## config.mk

```make
export PLATFORM = sky130hd
export DESIGN_NAME = usb_pkt_buffer
export DESIGN_NICKNAME = d
export VERILOG_FILES = /design/src/rtl/usb_pb_pkg.sv /design/src/rtl/pb_slot_seq.sv /design/src/rtl/pb_usb_port.sv /design/src/rtl/pb_apb_window.sv /design/src/rtl/pb_storage.sv /design/src/rtl/usb_pkt_buffer.sv
export SDC_FILE = /design/constraint.sdc
export NUM_CORES = 2
export LEC_CHECK = 0
export BUFFER_PORTS_ARGS = -buffer_cell sky130_fd_sc_hd__buf_2
export CAP_MARGIN = 20
export CORE_MARGIN = 5
export CORE_UTILIZATION = 35
export CTS_BUF_LIST = sky130_fd_sc_hd__clkbuf_16
export DETAILED_ROUTE_END_ITERATION = 10
export PLACE_DENSITY = 0.49
export REMOVE_ABC_BUFFERS = 1
export SLEW_MARGIN = 20
export SYNTH_ARGS = -nofsm -noshare
export SYNTH_HDL_FRONTEND = slang
export SYNTH_SLANG_ARGS = --single-unit
```

## constraint.sdc

```tcl
create_clock -name clk -period 5 [get_ports clk]
set_input_delay 0.25 -clock clk [delete_from_list [all_inputs] [get_ports clk]]
set_output_delay 0.25 -clock clk [all_outputs]
set_load 0.1 [all_outputs]
```

## src/rtl/usb_pb_pkg.sv

```systemverilog
package usb_pb_pkg;
    localparam int unsigned PB_BYTES   = 512;
    localparam int unsigned PB_HW_W    = 16;
    localparam int unsigned PB_DEPTH   = PB_BYTES / (PB_HW_W / 8);
    localparam int unsigned PB_IDX_W   = $clog2(PB_DEPTH);
    localparam int unsigned APB_DW     = 32;
    localparam int unsigned APB_AW     = PB_IDX_W + 2;

    typedef enum logic {
        SLOT_CPU = 1'b0,
        SLOT_USB = 1'b1
    } slot_e;

    typedef enum logic {
        UP_IDLE = 1'b0,
        UP_ACK  = 1'b1
    } uport_e;
endpackage

```

## src/rtl/pb_slot_seq.sv

```systemverilog
module pb_slot_seq
    import usb_pb_pkg::*;
(
    input  logic  clk,
    input  logic  rst_n,
    output slot_e slot
);
    slot_e state_q;
    slot_e state_d;

    always_comb begin
        unique case (state_q)
            SLOT_CPU: state_d = SLOT_USB;
            SLOT_USB: state_d = SLOT_CPU;
            default:  state_d = SLOT_CPU;
        endcase
    end

    always_ff @(posedge clk or negedge rst_n) begin
        if (!rst_n) state_q <= SLOT_CPU;
        else        state_q <= state_d;
    end

    assign slot = state_q;
endmodule

```

## src/rtl/pb_usb_port.sv

```systemverilog
module pb_usb_port
    import usb_pb_pkg::*;
(
    input  logic  clk,
    input  logic  rst_n,
    input  slot_e slot,
    input  logic  req,
    output logic  serve,
    output logic  ack
);
    uport_e state_q;
    uport_e state_d;

    always_comb begin
        state_d = state_q;
        unique case (state_q)
            UP_IDLE: if (slot == SLOT_USB && req) state_d = UP_ACK;
            UP_ACK:  state_d = UP_IDLE;
            default: state_d = UP_IDLE;
        endcase
    end

    always_ff @(posedge clk or negedge rst_n) begin
        if (!rst_n) state_q <= UP_IDLE;
        else        state_q <= state_d;
    end

    always_comb begin
        serve = 1'b0;
        ack   = 1'b0;
        unique case (state_q)
            UP_IDLE: serve = (slot == SLOT_USB) && req;
            UP_ACK:  ack   = 1'b1;
            default: ;
        endcase
    end
endmodule

```

## src/rtl/pb_apb_window.sv

```systemverilog
module pb_apb_window
    import usb_pb_pkg::*;
#(
    parameter int unsigned AW  = APB_AW,
    parameter int unsigned DW  = APB_DW,
    parameter int unsigned HW  = PB_HW_W,
    localparam int unsigned IW = AW - 2
) (
    input  slot_e          slot,
    input  logic           psel,
    input  logic           penable,
    input  logic           pwrite,
    input  logic [AW-1:0]  paddr,
    input  logic [DW-1:0]  pwdata,
    input  logic [HW-1:0]  hw_rd,
    output logic           hit,
    output logic           hit_we,
    output logic [IW-1:0]  idx,
    output logic [HW-1:0]  hw_wr,
    output logic [DW-1:0]  prdata
);
    assign hit    = psel && penable && (slot == SLOT_CPU);
    assign hit_we = hit && pwrite;
    assign idx    = paddr[AW-1:2];
    assign hw_wr  = pwdata[HW-1:0];
    assign prdata = {{(DW-HW){1'b0}}, hw_rd};
endmodule

```

## src/rtl/pb_storage.sv

```systemverilog
module pb_storage #(
    parameter int unsigned DEPTH = 256,
    parameter int unsigned DW    = 16,
    localparam int unsigned IW   = $clog2(DEPTH)
) (
    input  logic          clk,
    input  logic          rst_n,
    input  logic          en,
    input  logic          we,
    input  logic          to_usb,
    input  logic [IW-1:0] idx,
    input  logic [DW-1:0] wdata,
    output logic [DW-1:0] rd_cpu_q,
    output logic [DW-1:0] rd_usb_q
);
    logic [DW-1:0] mem [DEPTH];

    always_ff @(posedge clk) begin
        if (en && we) mem[idx] <= wdata;
    end

    always_ff @(posedge clk or negedge rst_n) begin
        if (!rst_n) begin
            rd_cpu_q <= '0;
            rd_usb_q <= '0;
        end else if (en && !we) begin
            if (to_usb) rd_usb_q <= mem[idx];
            else        rd_cpu_q <= mem[idx];
        end
    end
endmodule

```

## src/rtl/usb_pkt_buffer.sv

```systemverilog
module usb_pkt_buffer
    import usb_pb_pkg::*;
#(
    parameter int unsigned DEPTH = PB_DEPTH,
    parameter int unsigned HW    = PB_HW_W,
    parameter int unsigned DW    = APB_DW,
    localparam int unsigned IW   = $clog2(DEPTH),
    localparam int unsigned AW   = IW + 2
) (
    input  logic          clk,
    input  logic          rst_n,
    input  logic          apb_psel,
    input  logic          apb_penable,
    input  logic          apb_pwrite,
    input  logic [AW-1:0] apb_paddr,
    input  logic [DW-1:0] apb_pwdata,
    output logic [DW-1:0] apb_prdata,
    output logic          apb_pready,
    input  logic          usb_req,
    input  logic          usb_we,
    input  logic [IW-1:0] usb_addr,
    input  logic [HW-1:0] usb_wdata,
    output logic [HW-1:0] usb_rdata,
    output logic          usb_ack,
    output logic          slot_is_usb
);
    slot_e         slot;
    logic          cpu_hit;
    logic          cpu_we;
    logic [IW-1:0] cpu_idx;
    logic [HW-1:0] cpu_wd;
    logic [HW-1:0] cpu_rd;
    logic          usb_serve;
    logic          mem_en;
    logic          mem_we;
    logic [IW-1:0] mem_idx;
    logic [HW-1:0] mem_wd;

    pb_slot_seq u_seq (
        .clk   (clk),
        .rst_n (rst_n),
        .slot  (slot)
    );

    pb_usb_port u_uport (
        .clk   (clk),
        .rst_n (rst_n),
        .slot  (slot),
        .req   (usb_req),
        .serve (usb_serve),
        .ack   (usb_ack)
    );

    pb_apb_window #(.AW(AW), .DW(DW), .HW(HW)) u_win (
        .slot    (slot),
        .psel    (apb_psel),
        .penable (apb_penable),
        .pwrite  (apb_pwrite),
        .paddr   (apb_paddr),
        .pwdata  (apb_pwdata),
        .hw_rd   (cpu_rd),
        .hit     (cpu_hit),
        .hit_we  (cpu_we),
        .idx     (cpu_idx),
        .hw_wr   (cpu_wd),
        .prdata  (apb_prdata)
    );

    always_comb begin
        unique case (slot)
            SLOT_CPU: begin
                mem_en  = cpu_hit;
                mem_we  = cpu_we;
                mem_idx = cpu_idx;
                mem_wd  = cpu_wd;
            end
            SLOT_USB: begin
                mem_en  = usb_serve;
                mem_we  = usb_we;
                mem_idx = usb_addr;
                mem_wd  = usb_wdata;
            end
            default: begin
                mem_en  = 1'b0;
                mem_we  = 1'b0;
                mem_idx = '0;
                mem_wd  = '0;
            end
        endcase
    end

    pb_storage #(.DEPTH(DEPTH), .DW(HW)) u_mem (
        .clk      (clk),
        .rst_n    (rst_n),
        .en       (mem_en),
        .we       (mem_we),
        .to_usb   (slot == SLOT_USB),
        .idx      (mem_idx),
        .wdata    (mem_wd),
        .rd_cpu_q (cpu_rd),
        .rd_usb_q (usb_rdata)
    );

    assign apb_pready  = 1'b1;
    assign slot_is_usb = (slot == SLOT_USB);
endmodule

```

==> flow_metrics.tcl <==
set metrics [dict create \
    timing.fmax_ghz 0.1988 \
    placementRows 254 \
    synth-edff-count 4096 \
    syn_inst 10040 \
    worstSetupEndpointType "flop" \
    final_nets 10770 \
    clkTransAtPathRegs_ns 0.06 \
    core_um2 478600 \
    die-area_um2 494600 \
    report.power.total_mw 74.43 \
    crit_path_start_kind "flop" \
    stdcell_count 17490 \
    worst_slew_pin_slew_ns 1.258 \
    r2r_end "u_mem.rd_cpu_q[13]$_DFFE_PN0P_" \
    skew_ns 0.04173 \
    wl_mm 582.0 \
    period_share_pct 100.6 \
    h-tree-depth 5 \
    grt_pass1_vias 100900 \
    r2r_start "u_seq.slot$_DFF_PN0_" \
    port_buffers 88 \
    ys.flop_type "edfxtp_1" \
    r2r_cells 11 \
    antenna_found_initial 52 \
    ys_seq_area_share_pct 73.63 \
    cts_sinks 4130 \
    drv_slew 0 \
    dp_hpwl_mm 349.4 \
    grt_util_all_layers_pct 22.83 \
    dp.cells 16640 \
    drtIter0Drc 11640 \
    sequentialPowerShare_pct 51.3 \
    critPathArrivalTime_ns 5.94 \
    synth_common_cells "4096 x edfxtp_1, 2867 x a21boi_0, 731 x clkbuf_1" \
    cts_buffer_depth 4 \
    initial_core_util_pct 35.15 \
    synthesis.area_um2 168200 \
    clock_power_share_pct 43.5 \
    cap_viol_max_count 0 \
    powerDensity_nw_per_um2 376.8 \
    synthArstFlopShare_pct 0.8232 \
    rsz0062_at_grt "false" \
    synth_top_area_share_pct 73.12 \
    cts-root-buf "clkbuf_16" \
    slew_headroom_pct 16.17 \
    min-delay-start "apb_pwdata[1]" \
    violations "negative setup slack" \
    critPathMaxFanout 47 \
    synth.area.top_cells "edfxtp_1 73%, a21boi_0 13%, mux4_2 3.5%" \
    path_class "flop to flop" \
    grt_pass1_wl_mm 808.1 \
    status "complete, but fails checks" \
    ys_types 45 \
    required_ns 5.91 \
    rrSetupSlack_ns -0.03 \
    min_path_cells 2 \
    synthToLayoutAreaGrowth_pct 17.44 \
    setup_violations 2 \
    drive_gt1_share_pct 19.76 \
    wl_per_cell_um 33.28 \
    die_h_um 703.3 \
    switching_share_pct 22.45 \
    yosysMostFrequentCell "edfxtp_1" \
    syn_area_per_cell_um2 16.76 \
    min_period_ns 5.031 \
    cts_buffers 431 \
    setup_ws_ns -0.03131 \
    yosys_warnings 0 \
    utilization_pct 41.28 \
    synth_top_cell_by_area "edfxtp_1" \
    ios 124 \
    holdPathEnd "u_mem.mem[2][1]$_DFFE_PP_" \
    ir_drop_mv 0.5311 \
    hold_viol_final 0 \
    internal-power_mw 57.72 \
    viasPerCell 5.844 \
    gr-total-overflow 0 \
    chipWidth_um 703.3 \
    comb_power_share_pct 5.2 \
    switchingPower_mw 16.71 \
    routabilityCongestion 0.8651 \
    postRouteAntennaNets 0 \
    cts_tree "yes" \
    synth-seq-cells 4130 \
    grt_start_max_net_pins 105 \
    drt_first_pass_iters 10 \
    leakage_nw 61.46 \
    insertion_delay_ns 1.03 \
    drc 0 \
    vias 102200 \
    hold_path.class "primary input to flop" \
]
==> placed cells by master (no fill, tap or decap), types with 6 or more instances in the layout <==
master,count
bufinv_16,56
clkinvlp_4,10
nor2_1,165
buf_4,863
buf_2,88
a2111oi_0,95
a222oi_1,47
buf_12,136
nor3_1,6
nor2_2,95
mux2_2,30
nand2_2,13
a22o_1,7
o21ai_0,67
clkinv_1,90
dlygate4sd3_1,7
a21boi_1,7
o41ai_1,647
mux2_8,18
nand2_1,201
nand4_1,111
o211ai_1,48
a41oi_1,75
o2111ai_1,46
or3b_1,6
nand3b_1,12
nor4_1,28
edfxtp_1,4096
clkbuf_16,435
nor4_2,30
inv_6,7
clkinv_2,92
inv_1,96
conb_1,17
a22oi_1,59
mux4_2,258
dfrtp_1,33
a21boi_0,2867
diode_2,31
clkinv_8,6
==> state kept, by name, summed over array words and instances, names as in the netlist <==
register and cells:
u_mem.rd_usb_q 16, u_uport.state_q 1, u_mem.mem 4096, u_seq.slot 1, u_mem.rd_cpu_q 16
==> area by class of cell <==
type / instances / area, µm²
fill: 42890 / 281100
sequential: 4130 / 123900
multi-input combinational: 5023 / 41650
clock buffer: 435 / 10890
timing repair buffer: 1097 / 9749
tap: 6400 / 8008
clock inverter: 357 / 3282
antenna: 31 / 77.57
inverter: 13 / 48.80
==> stage by stage <==
step | hold slack [ns] | setup slack (ns) | setup TNS (ns) | cell area [µm²]
3_3_place_gp | 0.3366 | -0.3810 | -1.468 | 182900
4_1_cts | 0.03802 | 0.05375 | 0 | 197400
5_1_grt | 0.09353 | 0.008340 | 0 | 197500
6_report | 0.08009 | -0.03131 | -0.05443 | 197600
3_5_place_dp | 0.3513 | -0.3606 | -1.509 | 183000
2_1_floorplan | -0.04559 | -14.00 | -4500.51 | 164600
==> worst max-delay path, stage by stage, from the launching register on <==
cell,delay [ns]
dfrtp_4,0.63
buf_12,0.25
nand3_4,0.40
buf_12,0.33
a21boi_0,0.14
o41ai_1,0.91
buf_4,0.24
a41oi_1,0.42
nor4_4,0.71
nand4_1,0.24
buf_4,0.24
mux2_2,0.27
==> power by group through the flow <==
stage                     clock (mW)  combinational, mW  sequential (mW)
final                           32.3               3.89             38.2
after global routing            34.3               4.04             38.2
after CTS                       32.9               3.88             38.2
after detailed placement           0               3.86             38.9
after global placement             0               3.80             38.9
after floorplan                    0               1.49             39.5
==> logic make-up after synthesis <==
group                  synth area share (%)
DFF                                   73.63
AOI/OAI and AO/OA                     18.41
buffers and inverters                 2.204
and+or+nand+nor                       1.963
muxes                                 3.792
other                              0.004465
==> layer usage <==
layer / GRT usage, % / part of all wire (%)
met4: 8.010 / 4.0
met2: 35.86 / 46
met5: 0.1538 / 0.038
met3: 4.958 / 8.1
met1: 31.36 / 42
==> worst max path at each step <==
stage                               from                             end  slack (ns)
floorplan           u_seq.slot$_DFF_PN0_  u_mem.rd_cpu_q[14]$_DFFE_PN0P_      -14.00
global placement    u_seq.slot$_DFF_PN0_  u_mem.rd_cpu_q[15]$_DFFE_PN0P_       -0.38
detailed placement  u_seq.slot$_DFF_PN0_  u_mem.rd_usb_q[15]$_DFFE_PN0P_       -0.36
CTS                 u_seq.slot$_DFF_PN0_  u_mem.rd_usb_q[15]$_DFFE_PN0P_        0.05
global route        u_seq.slot$_DFF_PN0_  u_mem.rd_cpu_q[13]$_DFFE_PN0P_       0.008
finish              u_seq.slot$_DFF_PN0_  u_mem.rd_cpu_q[13]$_DFFE_PN0P_       -0.03
==> what timing repair did <==
action	in CTS	in global routing
pin swaps	1	0
hold buffers	8	0
gates cloned	2	0
hold endpoints to repair	67	0
buffers inserted	10	0
gates resized for setup	4	3
endpoints found under the setup margin	6	6
Note: power is estimated with default switching activity, not from simulation.
